## config.mk

```make
export PLATFORM = sky130hd
export DESIGN_NAME = sdm_pwm_top
export DESIGN_NICKNAME = d
export VERILOG_FILES = /design/src/rtl/sdm_pwm_pkg.sv /design/src/rtl/sdm_pwm_timer.sv /design/src/rtl/sdm_pwm_loop.sv /design/src/rtl/sdm_pwm_drive.sv /design/src/rtl/sdm_pwm_top.sv
export SDC_FILE = /design/constraint.sdc
export NUM_CORES = 1
export LEC_CHECK = 0
export BUFFER_PORTS_ARGS = -buffer_cell sky130_fd_sc_hd__buf_4
export CAP_MARGIN = 10
export CORE_MARGIN = 1.5
export CORE_UTILIZATION = 67
export CTS_BUF_LIST = sky130_fd_sc_hd__clkbuf_16
export DETAILED_ROUTE_END_ITERATION = 10
export PLACE_DENSITY = 0.86
export SLEW_MARGIN = 10
export SYNTH_ARGS = -nofsm -noshare
export SYNTH_HDL_FRONTEND = slang
export SYNTH_HIERARCHICAL = 1
export SYNTH_SLANG_ARGS = --single-unit
```

## constraint.sdc

```tcl
create_clock -name clk -period 13.7 [get_ports clk]
set_input_delay 2.74 -clock clk [delete_from_list [all_inputs] [get_ports clk]]
set_output_delay 2.74 -clock clk [all_outputs]
set_load 0.05 [all_outputs]
```

## src/rtl/sdm_pwm_pkg.sv

```systemverilog
// Shared types for the noise-shaped PWM modulator.
// Assumes: nothing beyond IEEE 1800-2017 packed types.
package sdm_pwm_pkg;

    // Encoding of the two output pins.
    typedef enum logic {
        DRIVE_ANTI = 1'b0,
        DRIVE_INPH = 1'b1
    } drive_mode_e;

    // Strobes produced by the period timer.
    typedef struct packed {
        logic wrap;       // last cycle of a PWM period
        logic frame_end;  // last cycle of the last period in an oversampling frame
    } tick_t;

endpackage

```

## src/rtl/sdm_pwm_timer.sv

```systemverilog
// Period timer: a free-running DUTY_W-bit count and an oversampling frame
// counter. It emits a wrap strobe in the last cycle of each period and a frame
// strobe in the last cycle of every OSR-th period.
// Assumes: OSR >= 1.
module sdm_pwm_timer
    import sdm_pwm_pkg::*;
#(
    parameter int DUTY_W = 8,
    parameter int OSR    = 4
) (
    input  logic              clk,
    input  logic              rst_n,
    output logic [DUTY_W-1:0] cnt,
    output tick_t             tick
);
    localparam int OSR_W = (OSR > 1) ? $clog2(OSR) : 1;
    localparam logic [DUTY_W-1:0] CNT_MAX = {DUTY_W{1'b1}};
    localparam logic [OSR_W-1:0]  FRM_MAX = OSR_W'(OSR - 1);

    logic [OSR_W-1:0] frame;

    // Count clock cycles within a period and let the count wrap.
    always_ff @(posedge clk) begin
        if (!rst_n) cnt <= '0;
        else        cnt <= cnt + 1'b1;
    end

    // Count periods within an oversampling frame.
    always_ff @(posedge clk) begin
        if (!rst_n)           frame <= '0;
        else if (tick.wrap)   frame <= (frame == FRM_MAX) ? '0 : frame + 1'b1;
    end

    // Decode the period and frame boundary strobes.
    always_comb begin
        tick.wrap      = (cnt == CNT_MAX);
        tick.frame_end = tick.wrap && (frame == FRM_MAX);
    end
endmodule

```

## src/rtl/sdm_pwm_loop.sv

```systemverilog
// Second-order error-feedback loop: two saturating integrators followed by a
// clamping quantiser that keeps the top DUTY_W bits. It takes one step per
// 'step' strobe, and 'load' captures a new input sample at the same edge. The
// step on that edge still uses the previous sample.
// Assumes: SAMPLE_W > DUTY_W and ACC_W >= SAMPLE_W + 4.
module sdm_pwm_loop #(
    parameter int SAMPLE_W = 24,
    parameter int DUTY_W   = 8,
    parameter int ACC_W    = 30
) (
    input  logic                       clk,
    input  logic                       rst_n,
    input  logic                       step,
    input  logic                       load,
    input  logic signed [SAMPLE_W-1:0] sample_in,
    output logic [DUTY_W-1:0]          duty_q
);
    localparam int SHIFT = SAMPLE_W - DUTY_W;
    localparam int SUM_W = ACC_W + 2;
    localparam logic signed [ACC_W-1:0] MID_A  = ACC_W'(2 ** (DUTY_W - 1));
    localparam logic signed [ACC_W-1:0] DMAX_A = ACC_W'(2 ** DUTY_W - 1);
    localparam logic signed [SUM_W-1:0] MID_S  = SUM_W'(2 ** (DUTY_W - 1));
    localparam logic signed [SUM_W-1:0] MAX_S  =
        {{(SUM_W - ACC_W + 1){1'b0}}, {(ACC_W - 1){1'b1}}};
    localparam logic signed [SUM_W-1:0] MIN_S  =
        {{(SUM_W - ACC_W + 1){1'b1}}, {(ACC_W - 1){1'b0}}};
    localparam logic [DUTY_W-1:0] DUTY_MID = DUTY_W'(2 ** (DUTY_W - 1));

    logic signed [SAMPLE_W-1:0] x_q;
    logic signed [ACC_W-1:0]    i1_q, i2_q, q_raw;
    logic signed [SUM_W-1:0]    x_ext, i1_ext, i2_ext, y_ext, fb, sum1, sum2;
    logic [DUTY_W-1:0]          y;

    // Clamp a wide sum into the integrator range.
    function automatic logic signed [ACC_W-1:0] sat(input logic signed [SUM_W-1:0] v);
        logic signed [SUM_W-1:0] c;
        if (v > MAX_S)      c = MAX_S;
        else if (v < MIN_S) c = MIN_S;
        else                c = v;
        return c[ACC_W-1:0];
    endfunction

    // Hold the current audio sample between requests.
    always_ff @(posedge clk) begin
        if (!rst_n)    x_q <= '0;
        else if (load) x_q <= sample_in;
    end

    // Quantise the second integrator to a clamped duty value.
    always_comb begin
        q_raw = (i2_q >>> SHIFT) + MID_A;
        if (q_raw < 0)           y = '0;
        else if (q_raw > DMAX_A) y = DMAX_A[DUTY_W-1:0];
        else                     y = q_raw[DUTY_W-1:0];
    end

    // Form the feedback value and the next integrator sums.
    always_comb begin
        x_ext  = {{(SUM_W - SAMPLE_W){x_q[SAMPLE_W-1]}}, x_q};
        i1_ext = {{(SUM_W - ACC_W){i1_q[ACC_W-1]}}, i1_q};
        i2_ext = {{(SUM_W - ACC_W){i2_q[ACC_W-1]}}, i2_q};
        y_ext  = {{(SUM_W - DUTY_W){1'b0}}, y};
        fb     = (y_ext - MID_S) <<< SHIFT;
        sum1   = i1_ext + x_ext - fb;
        sum2   = i2_ext + i1_ext - (fb <<< 1);
    end

    // Advance both integrators and publish the duty once per period.
    always_ff @(posedge clk) begin
        if (!rst_n) begin
            i1_q   <= '0;
            i2_q   <= '0;
            duty_q <= DUTY_MID;
        end else if (step) begin
            i1_q   <= sat(sum1);
            i2_q   <= sat(sum2);
            duty_q <= y;
        end
    end
endmodule

```

## src/rtl/sdm_pwm_drive.sv

```systemverilog
// Pin driver: two mark-width comparators against the period count. Leg 0
// uses the duty as its width and leg 1 uses its complement width. The latched
// mode picks whether pin B is leg 1 (in-phase) or the inverse of pin A
// (anti-phase). The mode is latched only at the period wrap.
// Assumes: cnt and duty come from registers, so the pins are glitch-free.
module sdm_pwm_drive
    import sdm_pwm_pkg::*;
#(
    parameter int DUTY_W = 8
) (
    input  logic              clk,
    input  logic              rst_n,
    input  logic              wrap,
    input  drive_mode_e       mode_in,
    input  logic [DUTY_W-1:0] cnt,
    input  logic [DUTY_W-1:0] duty,
    output drive_mode_e       mode_q,
    output logic              pin_a,
    output logic              pin_b
);
    localparam logic [DUTY_W:0] FULL = {1'b1, {DUTY_W{1'b0}}};

    logic [DUTY_W:0] width [2];
    logic [1:0]      leg;

    assign width[0] = {1'b0, duty};
    assign width[1] = FULL - {1'b0, duty};

    // One comparator per output leg.
    for (genvar g = 0; g < 2; g++) begin : g_leg
        assign leg[g] = ({1'b0, cnt} < width[g]);
    end

    // Take a new pin encoding only at a period boundary.
    always_ff @(posedge clk) begin
        if (!rst_n)    mode_q <= DRIVE_ANTI;
        else if (wrap) mode_q <= mode_in;
    end

    // Map the legs onto the two pins.
    always_comb begin
        pin_a = leg[0];
        pin_b = (mode_q == DRIVE_INPH) ? leg[1] : ~leg[0];
    end
endmodule

```

## src/rtl/sdm_pwm_top.sv

```systemverilog
// Noise-shaped PWM audio modulator top. It wires the period timer, the
// two-integrator loop and the pin driver together. A sample is requested in
// the last cycle of every OSR-th period and captured at the end of that cycle.
// Assumes: the sample source presents sample_in in the cycle sample_req is high.
module sdm_pwm_top
    import sdm_pwm_pkg::*;
#(
    parameter int SAMPLE_W = 24,
    parameter int DUTY_W   = 8,
    parameter int OSR      = 4,
    parameter int ACC_W    = 30
) (
    input  logic                       clk,
    input  logic                       rst_n,
    input  logic                       drive_mode,
    input  logic signed [SAMPLE_W-1:0] sample_in,
    output logic                       sample_req,
    output logic [DUTY_W-1:0]          duty_out,
    output logic                       pwm_a,
    output logic                       pwm_b
);
    logic [DUTY_W-1:0] pwm_cnt;
    tick_t             tick;
    drive_mode_e       mode_q;

    sdm_pwm_timer #(.DUTY_W(DUTY_W), .OSR(OSR)) timer_i (
        .clk  (clk),
        .rst_n(rst_n),
        .cnt  (pwm_cnt),
        .tick (tick)
    );

    sdm_pwm_loop #(.SAMPLE_W(SAMPLE_W), .DUTY_W(DUTY_W), .ACC_W(ACC_W)) loop_i (
        .clk      (clk),
        .rst_n    (rst_n),
        .step     (tick.wrap),
        .load     (tick.frame_end),
        .sample_in(sample_in),
        .duty_q   (duty_out)
    );

    sdm_pwm_drive #(.DUTY_W(DUTY_W)) drive_i (
        .clk    (clk),
        .rst_n  (rst_n),
        .wrap   (tick.wrap),
        .mode_in(drive_mode_e'(drive_mode)),
        .cnt    (pwm_cnt),
        .duty   (duty_out),
        .mode_q (mode_q),
        .pin_a  (pwm_a),
        .pin_b  (pwm_b)
    );

    // Request the next sample at the end of each oversampling frame.
    assign sample_req = tick.frame_end;
endmodule

```

Word level (Yosys, flattened, before mapping). Index checks and enable logic that the tools add are counted.

Order comparisons: 8. Mux-type cells: 8. Equal/unequal tests: 2. Divide/modulo/power cells: 0. Shifts and indexed selects: 0. Reductions and logical operators: 1. Bitwise operators: 1. Add/sub/neg operators: 9. Multipliers: 0.

Operators by type and width (number): $mux 30 (4); $gt 32x30->1 const B (2); $lt 32x30->1 const B (2); $sub 31x25->32 (1); $sub 31x26->32 (1); $add 30x24->31 (1); $add 30x30->31 (1); $mux 8 (2); $add 14x9->15 const B (1); $gt 15x9->1 const B (1); $lt 15x1->1 const B (1); $lt 8x9->1 (1); $sub 8x8->9 const B (1); $sub 9x8->9 const A (1); $add 8x1->8 const B (1); $eq 8x8->1 const B (1); $lt 8x8->1 (1); $add 2x1->2 const B (1); $eq 2x2->1 const B (1); $mux 2 (1); $logic_and 1x1->1 (1); $mux 1 (1); $not 1->1 (1).

Bits in writable memories: 0. Input port bits: 27. Latch bits: 0. Memories: 0. Register bits after elaboration: 103. Output and inout port bits: 11. Bits in read-only memories: 0.

Logic depth before layout (Yosys ltp).
Depth in word-level cells: 9. Depth in mapped cells: 24. Gate-level depth less buffers: 20.

Cells and area by module. Netlist, hierarchy kept.

By module, submodules not included: sdm_pwm_loop (instances 1, area each 8356.8 um2, cells an instance 1100); sdm_pwm_drive (instances 1, area each 505.5 um2, cells an instance 61); sdm_pwm_timer (instances 1, area each 425.4 um2, cells an instance 47).

Worst setup path before layout. No wires, ideal clock.

Path type: register to output. Start: register loop_i.duty_q[1]. End: output port pwm_b. Data required time: 10.960 ns. Data arrival time: 3.124 ns. Setup slack: 7.836 ns. Stages on the path, launching flop included: 11. Cell sequence: dfxtp_1 -> inv_1 -> ha_1 -> or3b_4 -> o31ai_1 -> o21ai_0 -> ha_1 -> a21o_1 -> a211oi_1 -> o21ai_0 -> o221ai_1.

Longest elaborated chain between the ends: 3.

RTL lines: from (decl) (RTL line sdm_pwm_loop.sv:16) `output logic [DUTY_W-1:0] duty_q`; from (signal assigned) (RTL line sdm_pwm_loop.sv:77) `duty_q <= y;`; $sub 9x8->9 or $lt 8x8->1 (tied branches) (RTL line sdm_pwm_drive.sv:27, sdm_pwm_drive.sv:31); $lt 8x9->1 or $not 1->1 (tied branches) (RTL line sdm_pwm_drive.sv:31, sdm_pwm_drive.sv:43); $mux 1 (*) (RTL line sdm_pwm_drive.sv:43) `pin_b = (mode_q == DRIVE_INPH) ? leg[1] : ~leg[0];`; to (decl) (RTL line sdm_pwm_top.sv:20) `output logic pwm_b`.

Mark *: on every way between the ends. The rest lies on a longest branch, timed or not.

Final worst setup path.
Start: register loop_i.i2_q[23]. End: register loop_i.i1_q[1].

Longest elaborated chain between the ends: 9.

RTL lines: from (decl) (RTL line sdm_pwm_loop.sv:30) `logic signed [ACC_W-1:0] i1_q, i2_q, q_raw;`; from (signal assigned) (RTL line sdm_pwm_loop.sv:76) `i2_q <= sat(sum2);`; $add 14x9->15 (*) (RTL line sdm_pwm_loop.sv:51) `q_raw = (i2_q >>> SHIFT) + MID_A;`; $gt 15x9->1 (RTL line sdm_pwm_loop.sv:53) `else if (q_raw > DMAX_A) y = DMAX_A[DUTY_W-1:0];`; $mux 8 (RTL line sdm_pwm_loop.sv:53); $mux 8 (*) (RTL line sdm_pwm_loop.sv:52) `if (q_raw < 0) y = '0;`; $sub 8x8->9 (*) (RTL line sdm_pwm_loop.sv:63) `fb = (y_ext - MID_S) <<< SHIFT;`; $sub 31x25->32 (*) (RTL line sdm_pwm_loop.sv:64) `sum1 = i1_ext + x_ext - fb;`; $lt 32x30->1 (RTL line sdm_pwm_loop.sv:38) `else if (v < MIN_S) c = MIN_S;`; $mux 30 (RTL line sdm_pwm_loop.sv:38); $mux 30 (*) (RTL line sdm_pwm_loop.sv:37) `if (v > MAX_S) c = MAX_S;`; to (signal assigned) (RTL line sdm_pwm_loop.sv:75) `i1_q <= sat(sum1);`; to (decl) (RTL line sdm_pwm_loop.sv:30).

Marked as above. A chain may end at the register's enable or synchronous reset.

==> impl_results.html <==
<table>
<tr><th>Metric</th><th>Value</th></tr>
<tr><th colspan="2">Yosys</th></tr>
<tr><td>Post-synthesis instance area</td><td>9290 µm²</td></tr>
<tr><td>Number of synthesized flops with an enable pin</td><td>0</td></tr>
<tr><td>Commonest register cell after synthesis</td><td>sky130_fd_sc_hd__dfxtp_1</td></tr>
<tr><td>Synth Net Count</td><td>1374</td></tr>
<tr><td>Mux share of post-synthesis cell area</td><td>3.68%</td></tr>
<tr><td>Number of flip-flops and latches in the synthesized netlist</td><td>103</td></tr>
<tr><td>Main combinational cell family by area after synthesis</td><td>compound AO/OA/AOI/OAI gates</td></tr>
<tr><td>Most numerous cell in the Yosys netlist</td><td>sky130_fd_sc_hd__inv_1</td></tr>
<tr><td>Average cell area after synthesis</td><td>7.69 µm²</td></tr>
<tr><td>Synth top area share</td><td>22.2%</td></tr>
<tr><td>Most area-consuming cells after synthesis</td><td>sky130_fd_sc_hd__dfxtp_1, sky130_fd_sc_hd__ha_1, sky130_fd_sc_hd__inv_1</td></tr>
<tr><td>Synthesized-area fraction occupied by adder cells</td><td>19.9%</td></tr>
<tr><td>Cell types with the highest counts after synthesis</td><td>sky130_fd_sc_hd__inv_1, sky130_fd_sc_hd__ha_1, sky130_fd_sc_hd__a21oi_1</td></tr>
<tr><td>Largest area contributor in the netlist</td><td>sky130_fd_sc_hd__dfxtp_1</td></tr>
<tr><td>Share of the synthesized netlist area taken by xor and xnor gates</td><td>6.13%</td></tr>
<tr><td>Count of synthesis-stage warnings from yosys</td><td>6</td></tr>
<tr><td>Number of distinct library cells after synthesis</td><td>66</td></tr>
<tr><td>Proportion of synthesized flip-flops having asynchronous set or reset</td><td>0%</td></tr>
<tr><td>Number of cells produced by synthesis</td><td>1208</td></tr>
<tr><td>Share of synthesized cell area in and, or, nand and nor gates</td><td>16.0%</td></tr>
<tr><td>Portion of the post-synthesis area used by sequential elements</td><td>22.2%</td></tr>
<tr><td>Area fraction in compound gates after synthesis</td><td>22.8%</td></tr>
<tr><th colspan="2">Global routing</th></tr>
<tr><td>Antenna violations before repair</td><td>0</td></tr>
<tr><td>GRT Residual Overflow</td><td>0</td></tr>
<tr><td>Vias in the first global route</td><td>8040</td></tr>
<tr><td>Total routing usage reported by global routing</td><td>31.4%</td></tr>
<tr><td>Wire length of the first global-routing pass</td><td>37100 µm</td></tr>
<tr><td>Maximum number of pins on one net before global-route repair</td><td>96</td></tr>
<tr><th colspan="2">Run status</th></tr>
<tr><td>Status</td><td>completed</td></tr>
<tr><th colspan="2">Detailed routing</th></tr>
<tr><td>Final routed DRC violation total</td><td>0</td></tr>
<tr><td>Initial detailed-routing violation count</td><td>630</td></tr>
<tr><td>Average routed wire per standard cell</td><td>15.8 µm</td></tr>
<tr><td>Wirelength, routed</td><td>22200 µm</td></tr>
<tr><td>Detail Route Antenna Nets</td><td>0</td></tr>
<tr><td>Router iterations before antenna repair</td><td>5</td></tr>
<tr><td>Count of vias placed by the detailed router</td><td>8281</td></tr>
<tr><td>Average vias per placed instance</td><td>5.89</td></tr>
<tr><th colspan="2">Die</th></tr>
<tr><td>Die Area</td><td>14600 µm²</td></tr>
<tr><td>Number of placement rows</td><td>42</td></tr>
<tr><td>Boundary pin count</td><td>38</td></tr>
<tr><td>Core Area</td><td>13400 µm²</td></tr>
<tr><td>Width of the die</td><td>121 µm</td></tr>
<tr><td>Effective utilization at floorplan</td><td>69.3%</td></tr>
<tr><td>Floorplan die height</td><td>121 µm</td></tr>
<tr><th colspan="2">STA</th></tr>
<tr><td>Final worst path period need</td><td>6.22 ns</td></tr>
<tr><td>Setup TNS Final</td><td>0 ns</td></tr>
<tr><td>Achievable clock frequency</td><td>161 MHz</td></tr>
<tr><td>Max transition margin</td><td>26.1%</td></tr>
<tr><td>Tightest Pin Transition</td><td>1.11 ns</td></tr>
<tr><td>Max-slew violation total from the final report</td><td>0</td></tr>
<tr><td>Final hold vios</td><td>0</td></tr>
<tr><td>RSZ-0062 raised after global routing</td><td>false</td></tr>
<tr><td>Final setup violating endpoints</td><td>0</td></tr>
<tr><td>Worst-case clock skew</td><td>0.00768 ns</td></tr>
<tr><td>Period utilisation layout</td><td>45.4%</td></tr>
<tr><th colspan="2">Placement</th></tr>
<tr><td>Final HPWL DP</td><td>16300 µm</td></tr>
<tr><td>IO buf count</td><td>37</td></tr>
<tr><td>Placed cells</td><td>1389</td></tr>
<tr><td>Weighted congestion reported at the end of routability-driven placement</td><td>0.932</td></tr>
<tr><th colspan="2">Setup path</th></tr>
<tr><td>Cell at the slowest stage of the critical path</td><td>sky130_fd_sc_hd__o21a_1</td></tr>
<tr><td>R2R depth</td><td>20</td></tr>
<tr><td>Worst setup slack for register-to-register paths</td><td>7.48 ns</td></tr>
<tr><td>Total buffers and inverters traversed by the critical path</td><td>2</td></tr>
<tr><td>Worst R2R End</td><td>loop_i/i1_q[1]$_SDFFE_PN0P_</td></tr>
<tr><td>Worst-path maximum fanout</td><td>16</td></tr>
<tr><td>Startpoint types</td><td>flop</td></tr>
<tr><td>Delay of the slowest critical-path stage</td><td>0.61 ns</td></tr>
<tr><td>Worst endpoint data arrival time</td><td>6.51 ns</td></tr>
<tr><td>Most frequent cell on the critical path</td><td>sky130_fd_sc_hd__ha_1</td></tr>
<tr><td>Endpoint required time on the critical path</td><td>13.99 ns</td></tr>
<tr><td>Startpoint-to-endpoint class of the critical path</td><td>reg -&gt; reg</td></tr>
<tr><td>Reg-to-reg startpoint</td><td>loop_i/i2_q[23]$_SDFFE_PN0P_</td></tr>
<tr><td>Crit path cell chain</td><td>inv_1, ha_1, nand4_1, or4_1, nand3_1, o21a_1, xor2_1, ha_1, ha_1, a21o_1, a21o_1, a21oi_1, o21ai_0, a311oi_1, xor2_1, o21a_1, a31oi_2, buf_4, or2b_1, a21oi_1</td></tr>
<tr><td>Element type at the critical path end</td><td>flop</td></tr>
<tr><td>Dominant delay contributor by cell family on the critical path</td><td>compound AO/OA/AOI/OAI gates</td></tr>
<tr><th colspan="2">Cells and area</th></tr>
<tr><td>Net count reported at finish</td><td>1390</td></tr>
<tr><td>Number of diodes</td><td>0</td></tr>
<tr><td>Area added between synthesis and finish</td><td>8.02%</td></tr>
<tr><td>Ratio of cells with drive above 1 in the final layout</td><td>7.16%</td></tr>
<tr><td>Non-filler cells, final</td><td>1405</td></tr>
<tr><th colspan="2">Pwr</th></tr>
<tr><td>Static power due to leakage</td><td>0.00463 µW</td></tr>
<tr><td>Max IR drop VDD</td><td>0.0611 mV</td></tr>
<tr><td>Total power divided by cell area</td><td>63.4 nW/µm²</td></tr>
<tr><th colspan="2">Clock tree</th></tr>
<tr><td>Worst-Skew Late Latency</td><td>0.35 ns</td></tr>
<tr><td>Clock input transition at the sequential cells of the worst setup and hold paths</td><td>0.07 ns</td></tr>
<tr><td>Inserted Clock Buffers</td><td>9</td></tr>
<tr><td>Clock buffer depth</td><td>2</td></tr>
<tr><td>CTS tree</td><td>done</td></tr>
<tr><td>Post-cts hold buffer count</td><td>0</td></tr>
<tr><td>Clock sink total</td><td>103</td></tr>
<tr><td>Resized Gates After CTS</td><td>0</td></tr>
<tr><td>Root Driver</td><td>sky130_fd_sc_hd__clkbuf_16</td></tr>
<tr><td>Postcts setup bufs</td><td>0</td></tr>
<tr><td>Count of H-tree levels built during CTS</td><td>3</td></tr>
<tr><th colspan="2">Worst hold path</th></tr>
<tr><td>Worst Hold Launch</td><td>loop_i/i2_q[1]$_SDFFE_PN0P_</td></tr>
<tr><td>WHS Endpoint</td><td>loop_i/i2_q[1]$_SDFFE_PN0P_</td></tr>
<tr><td>Kind of path behind the tightest hold check</td><td>reg -&gt; reg</td></tr>
<tr><td>Number of instances on the worst hold path</td><td>2</td></tr>
<tr><th colspan="2">Run</th></tr>
<tr><td>Reported max-cap violation count</td><td>0</td></tr>
</table>
==> final cells by class <==
cell class              instances  area [µm²]
multi-input cells             884        6380
fillers                      1014        3370
flip-flops and latches        103        2060
inverters                     184         691
repair buffers                 42         315
clock buffers                   9         225
well taps                     176         220
clock inverters                 7         143
==> flip-flops by register name (all words and copies together) (netlist names) <==
register and count:
timer_i/frame 2, drive_i/mode_q 1, loop_i/i2_q 30, loop_i/i1_q 30
loop_i/duty_q 8, timer_i/cnt 8, loop_i/x_q 24
==> per-stage QoR <==
stage,instance area (µm²),total power [µW],setup WS (ns),util [%],hold WS [ns]
2_1_floorplan,9290,316,7.84,-,0.437
3_3_place_gp,9660,323,7.81,72.1,0.453
3_5_place_dp,9660,324,7.57,72.1,0.469
4_1_cts,10000,639,7.53,74.9,0.486
5_1_grt,10000,650,6.91,74.9,0.519
6_report,10000,636,7.48,74.9,0.483
==> layout by cell type, fill, tap and decap left out, types with 8 or more instances in the layout <==
cell and count:
sky130_fd_sc_hd__nand2_1 99, sky130_fd_sc_hd__o21ai_0 108, sky130_fd_sc_hd__nand4_1 10, sky130_fd_sc_hd__inv_1 183, sky130_fd_sc_hd__o21a_1 14, sky130_fd_sc_hd__fa_1 14
sky130_fd_sc_hd__a21oi_1 119, sky130_fd_sc_hd__a211oi_1 8, sky130_fd_sc_hd__xnor2_1 40, sky130_fd_sc_hd__nand2b_1 21, sky130_fd_sc_hd__mux2i_1 33, sky130_fd_sc_hd__a31oi_1 9
sky130_fd_sc_hd__nor2b_1 38, sky130_fd_sc_hd__dfxtp_1 103, sky130_fd_sc_hd__buf_4 42, sky130_fd_sc_hd__a21o_1 32, sky130_fd_sc_hd__and3_1 8, sky130_fd_sc_hd__ha_1 125
sky130_fd_sc_hd__xor2_1 25, sky130_fd_sc_hd__nand3_1 27, sky130_fd_sc_hd__nor3_1 8, sky130_fd_sc_hd__nor2_1 50, sky130_fd_sc_hd__clkbuf_16 9, sky130_fd_sc_hd__a21oi_2 11
==> worst reg2reg max path, cell delays in order, from the launching register on <==
cell and delay, ns:
sky130_fd_sc_hd__dfxtp_1 0.36, sky130_fd_sc_hd__inv_1 0.14, sky130_fd_sc_hd__ha_1 0.16, sky130_fd_sc_hd__nand4_1 0.09, sky130_fd_sc_hd__or4_1 0.48, sky130_fd_sc_hd__nand3_1 0.25, sky130_fd_sc_hd__o21a_1 0.61, sky130_fd_sc_hd__xor2_1 0.51
sky130_fd_sc_hd__ha_1 0.34, sky130_fd_sc_hd__ha_1 0.38, sky130_fd_sc_hd__a21o_1 0.18, sky130_fd_sc_hd__a21o_1 0.17, sky130_fd_sc_hd__a21oi_1 0.16, sky130_fd_sc_hd__o21ai_0 0.11, sky130_fd_sc_hd__a311oi_1 0.53, sky130_fd_sc_hd__xor2_1 0.16
sky130_fd_sc_hd__o21a_1 0.22, sky130_fd_sc_hd__a31oi_2 0.57, sky130_fd_sc_hd__buf_4 0.34, sky130_fd_sc_hd__or2b_1 0.24, sky130_fd_sc_hd__a21oi_1 0.14
==> cell families (layout without fill, tap and decap cells) <==
kind of cell	Yosys count	count (layout)
DFF	103	103
buffers and inverters	221	242
adders and majority gates	139	139
and+or+nand+nor	294	294
AOI/OAI and AO/OA	352	352
xor gates and xnor gates	65	65
muxes	34	34
==> worst max path at each step <==
stage	endpoint	startpoint	cells past startpoint	slack, ns
2_1_floorplan	pwm_b	loop_i/duty_q[1]$_SDFFE_PN0P_	10	7.84
3_3_place_gp	loop_i/i1_q[1]$_SDFFE_PN0P_	loop_i/i2_q[23]$_SDFFE_PN0P_	20	7.81
3_5_place_dp	loop_i/i1_q[1]$_SDFFE_PN0P_	loop_i/i2_q[23]$_SDFFE_PN0P_	20	7.57
4_1_cts	loop_i/i1_q[1]$_SDFFE_PN0P_	loop_i/i2_q[23]$_SDFFE_PN0P_	20	7.53
5_1_grt	loop_i/i1_q[1]$_SDFFE_PN0P_	loop_i/i2_q[23]$_SDFFE_PN0P_	20	6.91
6_report	loop_i/i1_q[1]$_SDFFE_PN0P_	loop_i/i2_q[23]$_SDFFE_PN0P_	20	7.48
==> power by group <==
group	switching [µW]	total (µW)	internal [µW]
sequential	1.21	301	300
combinational	7.29	16.4	9.08
clock	121	319	198
==> per-layer routing <==
layer / GRT usage, % / part of all wire [%] / up-vias
met5: 0 / 0 / -
met1: 37.3 / 42 / 3825
met2: 56.3 / 50 / 245
met3: 4.29 / 4.6 / 54
li1: - / - / 4157
met4: 13.6 / 4.0 / 0
Power figures use the tool's default switching activity.
